**src/rtl/nvram_ctrl.sv**
```systemverilog
module nvram_ctrl #(
  parameter int ADDR_W     = 21,
  parameter int DATA_W     = 8,
  parameter int CLK_MHZ    = 200,
  parameter int STARTUP_US = 2000,
  parameter int ACCESS_NS  = 35
) (
  input  logic              clk,
  input  logic              rst_n,
  input  logic              supply_ok,
  input  logic              req,
  input  logic              req_we,
  input  logic [ADDR_W-1:0] req_addr,
  input  logic [DATA_W-1:0] req_wdata,
  output logic              ack,
  output logic              err,
  output logic [DATA_W-1:0] rdata,
  output logic [ADDR_W-1:0] mem_addr,
  output logic              mem_ce_n,
  output logic              mem_we_n,
  output logic              mem_oe_n,
  output logic [DATA_W-1:0] mem_dq_out,
  output logic              mem_dq_oe,
  input  logic [DATA_W-1:0] mem_dq_in
);
  localparam int HOLD_CYC = CLK_MHZ * STARTUP_US;
  localparam int ACC_RAW  = (ACCESS_NS * CLK_MHZ + 999) / 1000;
  localparam int ACC_CYC  = (ACC_RAW < 1) ? 1 : ACC_RAW;
  localparam int CNT_MAX  = (HOLD_CYC > ACC_CYC) ? HOLD_CYC : ACC_CYC;
  localparam int CW       = $clog2(CNT_MAX + 1);

  typedef enum logic [2:0] {ST_HOLD, ST_IDLE, ST_RD, ST_WR, ST_TURN} state_t;

  state_t        st, st_d;
  logic [CW-1:0] cnt;
  logic [1:0]    sync;
  logic          sok;
  logic          hold_done, acc_done, active;

  assign sok       = sync[1];
  assign hold_done = (cnt == CW'(HOLD_CYC - 1));
  assign acc_done  = (cnt == CW'(ACC_CYC - 1));
  assign active    = (st == ST_RD) || (st == ST_WR);

  always_ff @(posedge clk or negedge rst_n)
    if (!rst_n) sync <= 2'b00;
    else        sync <= {sync[0], supply_ok};

  always_comb begin
    st_d = st;
    if (!sok) st_d = ST_HOLD;
    else begin
      case (st)
        ST_HOLD: if (hold_done) st_d = ST_IDLE;
        ST_IDLE: if (req) st_d = req_we ? ST_WR : ST_RD;
        ST_RD,
        ST_WR:   if (acc_done) st_d = ST_TURN;
        ST_TURN: st_d = ST_IDLE;
        default: st_d = ST_HOLD;
      endcase
    end
  end

  always_ff @(posedge clk or negedge rst_n) begin
    if (!rst_n) begin
      st         <= ST_HOLD;
      cnt        <= '0;
      ack        <= 1'b0;
      err        <= 1'b0;
      rdata      <= '0;
      mem_addr   <= '0;
      mem_dq_out <= '0;
      mem_ce_n   <= 1'b1;
      mem_we_n   <= 1'b1;
      mem_oe_n   <= 1'b1;
      mem_dq_oe  <= 1'b0;
    end else begin
      st        <= st_d;
      ack       <= 1'b0;
      err       <= !sok && active;
      mem_ce_n  <= !((st_d == ST_RD) || (st_d == ST_WR));
      mem_we_n  <= (st_d != ST_WR);
      mem_oe_n  <= (st_d != ST_RD);
      mem_dq_oe <= (st_d == ST_WR);
      if (!sok) cnt <= '0;
      else begin
        case (st)
          ST_HOLD: cnt <= hold_done ? '0 : cnt + 1'b1;
          ST_IDLE: begin
            cnt <= '0;
            if (req) begin
              mem_addr   <= req_addr;
              mem_dq_out <= req_wdata;
            end
          end
          ST_RD, ST_WR: begin
            if (acc_done) begin
              cnt <= '0;
              ack <= 1'b1;
              if (st == ST_RD) rdata <= mem_dq_in;
            end else cnt <= cnt + 1'b1;
          end
          default: cnt <= '0;
        endcase
      end
    end
  end
endmodule

```
**config.mk**
```make
export PLATFORM = sky130hd
export DESIGN_NAME = nvram_ctrl
export DESIGN_NICKNAME = d
export VERILOG_FILES = /design/src/rtl/nvram_ctrl.sv
export SDC_FILE = /design/constraint.sdc
export NUM_CORES = 1
export LEC_CHECK = 0
export BUFFER_PORTS_ARGS = -buffer_cell sky130_fd_sc_hd__buf_2
export CORE_MARGIN = 2
export CORE_UTILIZATION = 40
export DETAILED_ROUTE_END_ITERATION = 16
export HOLD_SLACK_MARGIN = 0.08
export SLEW_MARGIN = 20
export SYNTH_ARGS = -nofsm -noshare
export SYNTH_HDL_FRONTEND = slang
export SYNTH_SLANG_ARGS = --single-unit
```
**constraint.sdc**
```tcl
create_clock -name clk -period 2.9 [get_ports clk]
set_input_delay 0 -clock clk [delete_from_list [all_inputs] [get_ports clk]]
set_output_delay 0 -clock clk [all_outputs]
set_load 0.02 [all_outputs]
```
# Yosys cells after proc, flatten, opt, wreduce, memory -nomap -nowiden
# Index checks and enable logic that the tools add are counted.
[word_totals]
ff_bits = 67
inputBits = 42
out_inout_bits = 43
elab_cells = 45
[classes]
add_sub_neg = 1
eq_ne = 10
n_mux = 13
reduce_logical = 9
[op_table]
columns = ["cell", "n"]
rows = [
  ["two-way mux 19 bit", 3],
  ["case mux 19 bit (2 select lines)", 1],
  ["adder 19 x 1 -> 19 bit (second input constant)", 1],
  ["== test 19 bit (second input constant)", 1],
  ["== test 19 x 3 -> 1 bit (second input constant)", 1],
  ["== test 3 x 2 -> 1 bit (second input constant)", 4],
  ["two-way mux 3 bit", 4],
  ["case mux 3 bit (4 select lines)", 1],
  ["inequality test 3 x 2 -> 1 bit (second input constant)", 2],
  ["two-way mux 1 bit", 4],
  ["AND reduction 4 bit", 1],
  ["== test 3 x 1 -> 1 bit (second input constant)", 1],
  ["== test 3 bit (second input constant)", 1],
  ["zero test 3 bit", 1],
  ["AND reduction 3 bit", 1],
  ["zero test 1 bit", 2],
  ["logical OR 1 bit", 2],
  ["OR reduction 2 bit", 1],
  ["logical AND 1 bit", 1],
]

# Longest topological paths before layout
# Gate-level depths: netlist (run 1).
[logic_depth]
ltp_word = 7
depth_mapped = 7
ltp_nobuf = 6

# Least setup slack after synthesis (run 1)
# Ideal clock, no wire load.
[synth_timing]
kind = "register -> register"
startpoint = "reg cnt[0]"
endpoint = "reg cnt[10]"
setup_ps = 137
arrival_time_ps = 1826
required_time_ps = 2763
setup_slack_ps = 937
stages_incl_launch_ff = 7
path_buffers = 1
synth_period_minus_slack_ps = 1963
cell_sequence = "dfrtp_1 ha_1 nand3_1 or4_4 o211ai_4 buf_4 a21oi_1"
[synth_via]
elab_chain_len = 4
elab_cells_between_ends = 7
classes_between = "add/sub: 1; eq/ne: 2; mux: 4"
[synth_lines]
columns = ["element", "line", "rtl"]
rows = [
  ["from (decl)", "35", "logic [CW-1:0] cnt;"],
  ["from (signal assigned)", "88", "ST_HOLD: cnt <= hold_done ? '0 : cnt + 1'b1;"],
  ["from (signal assigned)", "101", "end else cnt <= cnt + 1'b1;"],
  ["adder 19 x 1 -> 19 bit (tied with other cells)", "88, 101", ""],
  ["two-way mux 19 bit, on equally long branches", "97, 88", ""],
  ["case mux 19 bit (2 select lines) (*)", "87", "case (st)"],
  ["two-way mux 19 bit (*)", "85", "if (!sok) cnt <= '0;"],
]
# Mark *: on every way between the ends. The rest lies on a longest branch, timed or not.
# A chain may end at the register's enable or synchronous reset.

# Final worst setup path (run 1)
[layout_timing]
startpoint = "reg cnt[0]"
endpoint = "reg cnt[18]"
# Same word-level chain as after synthesis.

==> run_results.csv, run 1 <==
group,metric,value,unit
status,status,"completed",
logic_synthesis,synthMuxAreaShare,14.3,%
logic_synthesis,syn_area,2910,sq um
worst_setup_path,r2r_end,"cnt[18]$_DFF_PN0_",
worst_setup_path,r2r-start,"cnt[0]$_DFF_PN0_",
clock_network,cts_tree,"done",
logic_synthesis,syn_inst,229,
pwr,netSwitchingPower,401,uW
routing,drc_errors,0,
sta,post-route-period-util,76.9,%
worst_setup_path,regToRegSetupSlack,0.67,ns
logic_synthesis,yosys.area_share.simple,12.2,%
worst_setup_path,arrival,2.43,ns
sta,rsz0062_at_grt,"no",
logic_synthesis,yosysSeqAreaShare,57.8,%
worst_setup_path,crit_end,"cnt[18]$_DFF_PN0_",
floorplanning,ios,85,
logic_synthesis,avgSynthCellArea,12.7,sq um
logic_synthesis,synth_edf_count,0,
logic_synthesis,ys.flop_type,"dfrtp_1",
clock_network,clock_latency,0.34,ns
sta,slew_violations,0,
clock_network,cts_root_buffer,"clkbuf_8",
logic_synthesis,synth.distinct_cells,40,
routing,dr.first_iter.drc_count,126,
logic_synthesis,yosys.area_share.adder,0.861,%
floorplanning,fp.dieArea,7970,sq um
pwr,p_leak,0.00200,uW
placed_design,dpl.cell_count,408,
worst_setup_path,cp_max_fo,19,
logic_synthesis,ys_async_sr_fraction,100,%
floorplanning,die_y,89.3,microns
routing,drt_pass1_iterations,4,
placed_design,dpl.hpwl,4110,microns
placed_design,port_buffers,84,
routing,routed_wirelength,6350,microns
routing,detail-route-antenna-nets,0,
logic_synthesis,synth_xor_area_share,4.22,%
final_layout,drive_gt1_share,41.4,%
floorplanning,initial_core_util,40.7,%
floorplanning,rows,31,
clock_network,numCtsBuffers,9,
pwr,peakVddDrop,0.349,mV
routing,vias,2242,
final_layout,final_cells,466,
logic_synthesis,syn_nets,273,
routing,wl_per_cell,13.6,microns
sta,fmax,0.448,GHz
global_route,grt_pass1_vias,2193,
worst_setup_path,critPathCaptureType,"register",
logic_synthesis,synth_top_family_by_area,"multiplexers",
pwr,p_int,1400,uW
worst_setup_path,r2r_cells,5,
final_layout,layout_commonest_cell,"buf_2",
final_layout,final_cell_mix,"84 x buf_2, 64 x dfrtp_1, 42 x dlygate4sd3_1",
clock_network,cts.path.max_buffers,2,
global_route,grt_pass1_wl,10200,microns
final_layout,n_antenna_cell,0,
worst_setup_path,startpoint_type,"register",
final_layout,syn2layout_area_growth,39.7,%
pwr,seq_power_share,52.4,%
worst_setup_path,setup.worst_path.start,"cnt[0]$_DFF_PN0_",
global_route,grt_use_total,17.1,%
sta,fin_tns_setup,0,ns
sta,hold_viol_final,0,
sta,worst_clock_skew,0.00954,ns
final_layout,fin_nets,406,
min_path,hold_path.class,"primary input to asynchronous set/reset pin",
pwr,switching_share,22.2,%
worst_setup_path,required,3.10,ns
sta,maxSlewHeadroom,60.0,%
logic_synthesis,ys_ff_latch,67,
job,max_cap_violations,0,
sta,finalSetupViolations,0,
logic_synthesis,synth_compound_area_share,8.52,%
pwr,p_clk_share,41.7,%
global_route,grt.overflow.total,0,
global_route,grt_max_degree,34,
floorplanning,coreArea,7140,sq um
global_route,antenna_found_initial,0,
worst_setup_path,crit_type,"register to register",
clock_network,ctsHtreeMaxLevel,3,
routing,viasPerCell,4.81,
clock_network,cts_setup_buffers,0,
clock_network,clk_pin_slew,0.07,ns
pwr,comb_power_share,5.9,%
pwr,p_per_area,443,nW/um^2
logic_synthesis,synth-warning-count,0,
placed_design,gp_congestion,0.797,
floorplanning,die_width,89.3,microns
sta,period_needed,2.23,ns
clock_network,clock-sinks,67,
sta,worst_pin_slew,0.598,ns
[power by group through the flow]
stage / logic [uW] / registers (uW) / clock network (uW)
detailed placement: 62.6 / 962 / 0
finish: 106 / 944 / 751
global route: 120 / 945 / 823
CTS: 107 / 944 / 781
floorplan: 13.2 / 961 / 0
global placement: 61.7 / 961 / 0
[synthesized netlist by cell type (4+ instances only)]
library cell   n  share of area (%)
a21oi_1       18                3.1
clkbuf_1       5               0.65
dfrtp_1       64                 55
inv_1          5               0.65
mux2_2        37                 14
nand2_1        7               0.90
nand3_1        8                1.4
nand4_1        4               0.86
nor2_1         8                1.0
nor3_1         8                1.4
nor4_1         4               0.86
o21ai_0        6                1.0
or3_1          5                1.1
xnor2_1       12                3.6
[metal layers]
metal  track usage (%)  wire length [microns]  part of all wire (%)  vias to the layer above
li1                  -                      -                     -                     1098
met4              4.48                     77                   1.2                        0
met5                 0                      0                     0                        -
met2              27.2                   3100                    49                       72
met1              21.7                   2830                    45                     1067
met3              7.02                    342                   5.4                        5
[metrics by stage]
stage / hold WS (ns) / worst slack (ns) / cell area [sq um] / power [uW] / util, %
after floorplan: -0.296 / 0.937 / 2910 / 974 / -
after global placement: -0.0830 / 0.699 / 3450 / 1020 / 48.3
after detailed placement: -0.0828 / 0.630 / 3450 / 1020 / 48.3
after CTS: 0.213 / 0.636 / 4060 / 1830 / 56.9
after global routing: 0.262 / 0.494 / 4060 / 1890 / 56.9
final: 0.211 / 0.670 / 4060 / 1800 / 56.9
[critical path, stage by stage, from the launching register on]
cell      delay [ns]
dfrtp_1         0.40
ha_1            0.22
nand3_1         0.21
or4_4           0.61
o211ai_4        0.48
a22oi_1         0.17
[flip-flops by register name (all words and copies together), names as in the netlist]
signal,cells
mem_addr,21
cnt,19
mem_dq_out,8
rdata,8
st,3
sync,2
ack,1
err,1
mem_ce_n,1
mem_dq_oe,1
mem_oe_n,1
mem_we_n,1
[worst min-delay path by stage]
stage	start	to	slack (ns)	cells after the start
after floorplan	rst_n	ack$_DFF_PN0_	-0.30	0
after detailed placement	rst_n	cnt[10]$_DFF_PN0_	-0.08	1
after CTS	rst_n	cnt[2]$_DFF_PN0_	0.21	3
after global placement	rst_n	cnt[10]$_DFF_PN0_	-0.08	1
after global routing	rst_n	cnt[2]$_DFF_PN0_	0.26	3
final	rst_n	cnt[3]$_DFF_PN0_	0.21	3
[cell families after synthesis]
| logic type | count (synthesis) |
|---|---|
| compound gates | 38 |
| xor+xnor | 14 |
| fa+ha+maj | 2 |
| buf+inv | 14 |
| flops | 67 |
| mux | 37 |
| simple gates | 57 |
[repair_timing]
action | 4_1_cts | 5_1_grt
hold endpoints to repair | 107 | 0
hold buffers | 42 | 0
gates resized for setup | 0 | 0
setup endpoints to repair | 0 | 0
[layout make-up]
cell class | instances | area [sq um]
fill | 619 | 3070
sequential | 67 | 1680
multi-input combinational | 148 | 1170
timing repair buffer | 131 | 878
clock buffer | 10 | 128
tap | 99 | 124
clock inverter | 6 | 66.3
inverter | 5 | 18.8
Note: power is estimated with default switching activity, not from simulation.
==> inputs of run 2 (changes only) <==
ABC_AREA = 1   (was default)
PLACE_DENSITY = 0.66   (was default)
clock period = 2 ns   (was 2.9 ns; I/O delays follow)
==> run 2 against run 1 <==
Critical path type unchanged. Global-route usage grew 1.4 points. Sequential cell count unchanged. Die area increased by 4.6%. Non-clock buffer count is 3 lower. Routed wire length rose by 10%. Worst hold slack got worse by 0.034 ns. Combinational power up 52%. Clock power grew 56%. Via count grew 16%. Core utilization grew 0.47 points. Clock skew grew 0.0014 ns. Register-to-register slack worse by 0.39 ns.
==> run_results.csv, run 2 <==
group,metric,value,unit
status,status,"completed",
pwr,peakVddDrop,0.310,mV
pwr,p_per_area,641,nW/um^2
final_layout,drive_gt1_share,30.8,%
sta,period_needed,1.72,ns
clock_network,clk_pin_slew,0.07,ns
sta,worst_clock_skew,0.0109,ns
logic_synthesis,synth-warning-count,0,
logic_synthesis,synth_edf_count,0,
worst_setup_path,critPathCaptureType,"register",
sta,post-route-period-util,85.9,%
floorplanning,die_y,91.3,microns
worst_setup_path,required,2.23,ns
clock_network,cts_tree,"done",
pwr,finalPower,2700,uW
logic_synthesis,avgSynthCellArea,9.61,sq um
sta,hold_viol_final,0,
logic_synthesis,ys_ff_latch,67,
worst_setup_path,crit_type,"register to register",
routing,dr.first_iter.drc_count,120,
clock_network,cts_root_buffer,"clkbuf_8",
sta,slew_violations,0,
clock_network,numCtsBuffers,9,
final_layout,regMostFlops,"mem_addr",
sta,rsz0062_at_grt,"no",
pwr,netSwitchingPower,564,uW
routing,viasPerCell,4.68,
final_layout,largestRegisters,"mem_addr (21), cnt (19)",
pwr,p_int,2130,uW
logic_synthesis,synth_top_area_share,52.6,%
routing,vias,2600,
routing,drc_errors,0,
pwr,p_leak,0.00221,uW
final_layout,fin_nets,494,
final_layout,final_cell_mix,"84 x buf_2, 68 x nand2_1, 64 x dfrtp_1",
clock_network,clock-sinks,67,
logic_synthesis,syn_area,3050,sq um
worst_setup_path,cp_max_fo,8,
logic_synthesis,synth.area.top_cells,"dfrtp_1 53%, mux2_2 10%, nand2_1 8.4%",
min_path,hold_path.class,"primary input to asynchronous set/reset pin",
clock_network,cts.path.max_buffers,2,
pwr,seq_power_share,50.8,%
final_layout,fillCellCount,636,
global_route,grt.overflow.total,0,
global_route,grt_pass1_vias,2661,
sta,maxSlewHeadroom,61.8,%
floorplanning,die_width,91.3,microns
global_route,antenna_found_initial,0,
final_layout,largest_reg_flops,21,
logic_synthesis,yosysSeqAreaShare,55.2,%
clock_network,ctsHtreeMaxLevel,3,
clock_network,cts_setup_buffers,0,
placed_design,port_buffers,84,
logic_synthesis,ys.flop_type,"dfrtp_1",
job,max_cap_violations,0,
logic_synthesis,ys_top_cells_by_count,"68 x nand2_1, 64 x dfrtp_1, 57 x nor2_1",
global_route,grt_max_degree,44,
pwr,comb_power_share,6.0,%
sta,worst_pin_slew,0.574,ns
logic_synthesis,yosysTopAreaCell,"dfrtp_1",
logic_synthesis,syn_inst,317,
logic_synthesis,synth.distinct_cells,26,
routing,wl_per_cell,12.6,microns
logic_synthesis,synth_most_common_cell,"nand2_1",
routing,routed_wirelength,7020,microns
logic_synthesis,syn_nets,361,
pwr,p_clk_share,43.3,%
routing,detail-route-antenna-nets,0,
sta,fmax,0.582,GHz
sta,fin_tns_setup,0,ns
floorplanning,coreArea,7330,sq um
logic_synthesis,ys_async_sr_fraction,100,%
global_route,grt_pass1_wl,11900,microns
sta,finalSetupViolations,0,
floorplanning,initial_core_util,41.6,%
floorplanning,ios,85,
floorplanning,fp.dieArea,8330,sq um
worst_setup_path,startpoint_type,"register",
worst_setup_path,arrival,1.95,ns
placed_design,dpl.hpwl,4650,microns
clock_network,clock_latency,0.35,ns
routing,drt_pass1_iterations,4,
global_route,grt_use_total,18.4,%
placed_design,gp_congestion,0.873,
final_layout,layout_commonest_cell,"buf_2",
floorplanning,rows,31,
final_layout,syn2layout_area_growth,38.1,%
pwr,switching_share,20.9,%
-- run 2: changes by cell type in the layout (fill, tap and decap cells not counted), sizes merged, moves of 8 or more --
cell | previous run | this run
nand2 | 8 | 71
nor2 | 8 | 59
nand3 | 8 | 25
xor2 | 2 | 10
a21oi | 18 | 2
mux2 | 37 | 29
xnor2 | 12 | 2
inv | 5 | 26
-- run 2: cell type report --
type                    count  area (sq um)  share of cell area, %
diodes                      1          2.50                 0.0595
clock buffers              14           173                   4.10
multi-input cells         218          1220                   28.9
clock inverters             2          35.0                  0.833
inverters                  26          97.6                   2.32
flip-flops and latches     67          1680                   39.9
well taps                  99           124                   2.94
repair buffers            128           878                   20.9
-- run 2: worst paths after layout --
| kind | depth (start not counted) | slack, ns | end | from |
|---|---|---|---|---|
| worst max-delay path | 6 | 0.28 | rdata[2]$_DFFE_PN0P_ | cnt[10]$_DFF_PN0_ |
| worst min-delay path | 2 | 0.18 | cnt[1]$_DFF_PN0_ | rst_n |
| worst max register to register | 6 | 0.28 | rdata[2]$_DFFE_PN0P_ | cnt[10]$_DFF_PN0_ |
| worst min register to register | 0 | 0.37 | sync[1]$_DFF_PN0_ | sync[0]$_DFF_PN0_ |
| max in group asynchronous | 3 | 1.19 | mem_addr[0]$_DFFE_PN0P_ | rst_n |
| min in group clk | 2 | 0.29 | sync[0]$_DFF_PN0_ | supply_ok |
-- run 2: kinds of logic after synthesis --
family	after synthesis	share of synthesized area [%]
AO/OA/AOI/OAI	7	1.31
XOR/XNOR	12	3.45
adder cells (fa/ha/maj)	2	0.821
flip-flops	67	55.2
multiplexers	29	11.0
AND/OR/NAND/NOR	168	23.4
buffers and inverters	32	4.89
-- run 2: critical path, stage by stage, from the launching register on --
cell and delay [ns]:
dfrtp_1 0.45, nor2_1 0.17, nand2_1 0.12, nor3_1 0.28
nand4_1 0.35, nand2_1 0.16, nand2_1 0.07
-- run 2: what timing repair did --
action,in CTS,in global routing
endpoints found under the hold margin,65,0
hold buffers,41,0
gates resized for setup,0,0
-- run 2: metrics by stage --
step                setup WS [ns]  std cells  hold slack, ns  area, sq um  utilization (%)
floorplan                   0.549        317          -0.296         3050                -
global placement            0.395        497          0.0377         3590             48.9
detailed placement          0.308        497          0.0352         3590             48.9
CTS                         0.296        554           0.186         4210             57.4
global route               0.0387        554           0.233         4210             57.4
finish                      0.282        555           0.177         4210             57.4
-- run 2: power groups by stage --
stage | Clock [uW] | Combinational (uW) | Sequential (uW)
after floorplan | 0 | 28.9 | 1390
after global placement | 0 | 98.3 | 1390
after detailed placement | 0 | 100 | 1390
after CTS | 1200 | 162 | 1370
after global routing | 1260 | 179 | 1370
final | 1170 | 161 | 1370
-- run 2: per-layer routing --
layer	global-route usage, %	vias to the layer above	share of wire, %
li1	-	1280	-
met1	20.0	1216	40
met2	31.7	77	51
met3	5.48	27	4.7
met4	11.0	0	4.0
met5	0	-	0
==> inputs of run 3 (changes only) <==
CORE_ASPECT_RATIO = 2   (was default)
==> run 3 against run 2 <==
Routed wire length is 3.4% higher. Clock power is 22% higher. First-iteration DRC count is 23% higher. Clock skew is 0.0079 ns lower. Fmax is 0.31% higher. Total power is 10% higher. Sequential power hardly changed. Combinational power hardly changed. Register-to-register slack hardly changed. Sequential share of layout area is 0.62 points lower. Final cell count is 0.72% lower. Clock-buffer cell count is 4 lower. Highest routed layer unchanged.
==> run_results.csv, run 3 (synthesized netlist as in run 2, its figures left out) <==
group,metric,value,unit
status,status,"completed",
global_route,grt.overflow.total,0,
final_layout,fin_nets,496,
final_layout,utilization,57.1,%
clock_network,post_cts_resized,0,
floorplanning,rows,45,
sta,hold_viol_final,0,
worst_setup_path,cp_slowest_stage_delay,0.40,ns
final_layout,largest_reg_flops,21,
routing,viasPerCell,4.76,
clock_network,cts.path.max_buffers,2,
routing,drc_errors,0,
worst_setup_path,arrival,1.92,ns
clock_network,clk_pin_slew,0.05,ns
placed_design,place_area,3580,sq um
clock_network,ctsHtreeMaxLevel,3,
worst_setup_path,worstPathCellList,"inv_1 -> ha_1 -> nand2_1 -> inv_1 -> nand3_1 -> nor2_1 -> nand2_1 -> nand2_1 -> nand2_2 -> nand2_4 -> nor2_1",
final_layout,final_cell_mix,"84 x buf_2, 68 x nand2_1, 64 x dfrtp_1",
final_layout,n_antenna_cell,0,
sta,fmax,0.584,GHz
worst_setup_path,cp_max_fo,19,
global_route,grt_max_degree,31,
sta,maxSlewHeadroom,65.6,%
floorplanning,coreArea,7490,sq um
job,max_cap_violations,0,
sta,fin_tns_setup,0,ns
pwr,p_leak,0.00223,uW
clock_network,clock_latency,0.32,ns
clock_network,clock-sinks,67,
floorplanning,ios,85,
sta,post-route-period-util,85.6,%
worst_setup_path,cpMaxStageDelayCell,"dfrtp_1",
pwr,finalPower,2970,uW
global_route,grt_pass1_wl,12000,microns
worst_setup_path,critPathCaptureType,"register",
worst_setup_path,startpoint_type,"register",
min_path,hold_path.class,"primary input to asynchronous set/reset pin",
worst_setup_path,r2r_cells,11,
pwr,p_per_area,694,nW/um^2
final_layout,largestRegisters,"mem_addr (21), cnt (19)",
worst_setup_path,r2r_end,"cnt[13]$_DFF_PN0_",
routing,routed_wirelength,7260,microns
sta,worst_pin_slew,0.517,ns
worst_setup_path,cp_common_cell,"nand2_1",
sta,period_needed,1.71,ns
routing,vias,2625,
global_route,grt_pass1_vias,2642,
floorplanning,die_width,65.7,microns
floorplanning,initial_core_util,40.7,%
routing,detail-route-antenna-nets,0,
sta,worst_clock_skew,0.00302,ns
clock_network,cts_tree,"done",
final_layout,syn2layout_area_growth,40.3,%
sta,finalSetupViolations,0,
floorplanning,die_y,127,microns
sta,slew_violations,0,
worst_setup_path,regToRegSetupSlack,0.29,ns
clock_network,cts_root_buffer,"clkbuf_16",
pwr,peakVddDrop,0.530,mV
placed_design,port_buffers,84,
worst_setup_path,required,2.21,ns
final_layout,layout_commonest_cell,"buf_2",
final_layout,drive_gt1_share,31.5,%
placed_design,gp_congestion,0.853,
worst_setup_path,r2r-start,"cnt[0]$_DFF_PN0_",
clock_network,numCtsBuffers,9,
final_layout,final_area,4270,sq um
routing,drt_pass1_iterations,4,
routing,dr.first_iter.drc_count,148,
global_route,antenna_found_initial,0,
worst_setup_path,setup.worst_path.start,"cnt[0]$_DFF_PN0_",
placed_design,dpl.hpwl,4850,microns
worst_setup_path,crit_type,"register to register",
floorplanning,fp.dieArea,8370,sq um
final_layout,regMostFlops,"mem_addr",
sta,rsz0062_at_grt,"no",
routing,wl_per_cell,13.2,microns
global_route,grt_use_total,18.7,%
clock_network,cts_setup_buffers,0,
## run 3: cell count changes in the layout (fill, tap and decap cells not counted)
cell and delta:
diode_2 -1, clkbuf_8 -11, buf_4 +3, clkbuf_1 -2, bufinv_16 -1, buf_12 -1, clkbuf_16 +9, clkinv_2 +1
clkinvlp_4 +3, clkinv_4 +1
## run 3: timing repair
item / in CTS / in global routing
endpoints found under the hold margin: 86 / 0
hold buffers: 41 / 0
endpoints found under the setup margin: 0 / 0
## run 3: worst max-delay path by stage
stage	end	cells past startpoint	slack (ns)
after floorplan	cnt[12]$_DFF_PN0_	12	0.55
after global placement	rdata[3]$_DFFE_PN0P_	7	0.34
after detailed placement	cnt[18]$_DFF_PN0_	11	0.27
after CTS	cnt[17]$_DFF_PN0_	11	0.26
after global routing	cnt[17]$_DFF_PN0_	11	0.04
final	cnt[13]$_DFF_PN0_	11	0.29
## run 3: worst max-delay path, delay by kind of cell (launching register included)
| family | cells | cell delay [ns] |
|---|---|---|
| flops | 1 | 0.40 |
| buf+inv | 2 | 0.15 |
| simple gates | 8 | 0.83 |
| fa+ha+maj | 1 | 0.21 |
## run 3: report_power, final
part | internal (uW) | switching (uW)
clock network | 868 | 566
registers | 1360 | 7.52
logic | 95.5 | 67.9
## run 3: stage by stage
stage | setup slack (ns) | std cells | hold slack [ns]
after floorplan | 0.549 | 317 | -0.296
after global routing | 0.0358 | 551 | 0.243
after CTS | 0.265 | 551 | 0.202
after global placement | 0.341 | 494 | 0.00505
final | 0.287 | 551 | 0.182
after detailed placement | 0.270 | 494 | 0.00856
## run 3: layout make-up
class | instances | area, sq um
multi-input combinational | 218 | 1220
clock inverter | 6 | 41.3
inverter | 26 | 97.6
timing repair buffer | 130 | 881
fill | 601 | 3210
clock buffer | 10 | 239
tap | 94 | 118
sequential | 67 | 1680
## run 3: layer usage
| metal | share of wire (%) | global-route usage [%] | up-vias |
|---|---|---|---|
| met5 | 0 | 0 | - |
| met4 | 2.3 | 9.19 | 0 |
| met3 | 6.6 | 5.11 | 18 |
| met2 | 49 | 30.4 | 93 |
| met1 | 42 | 22.5 | 1231 |
| li1 | - | - | 1283 |
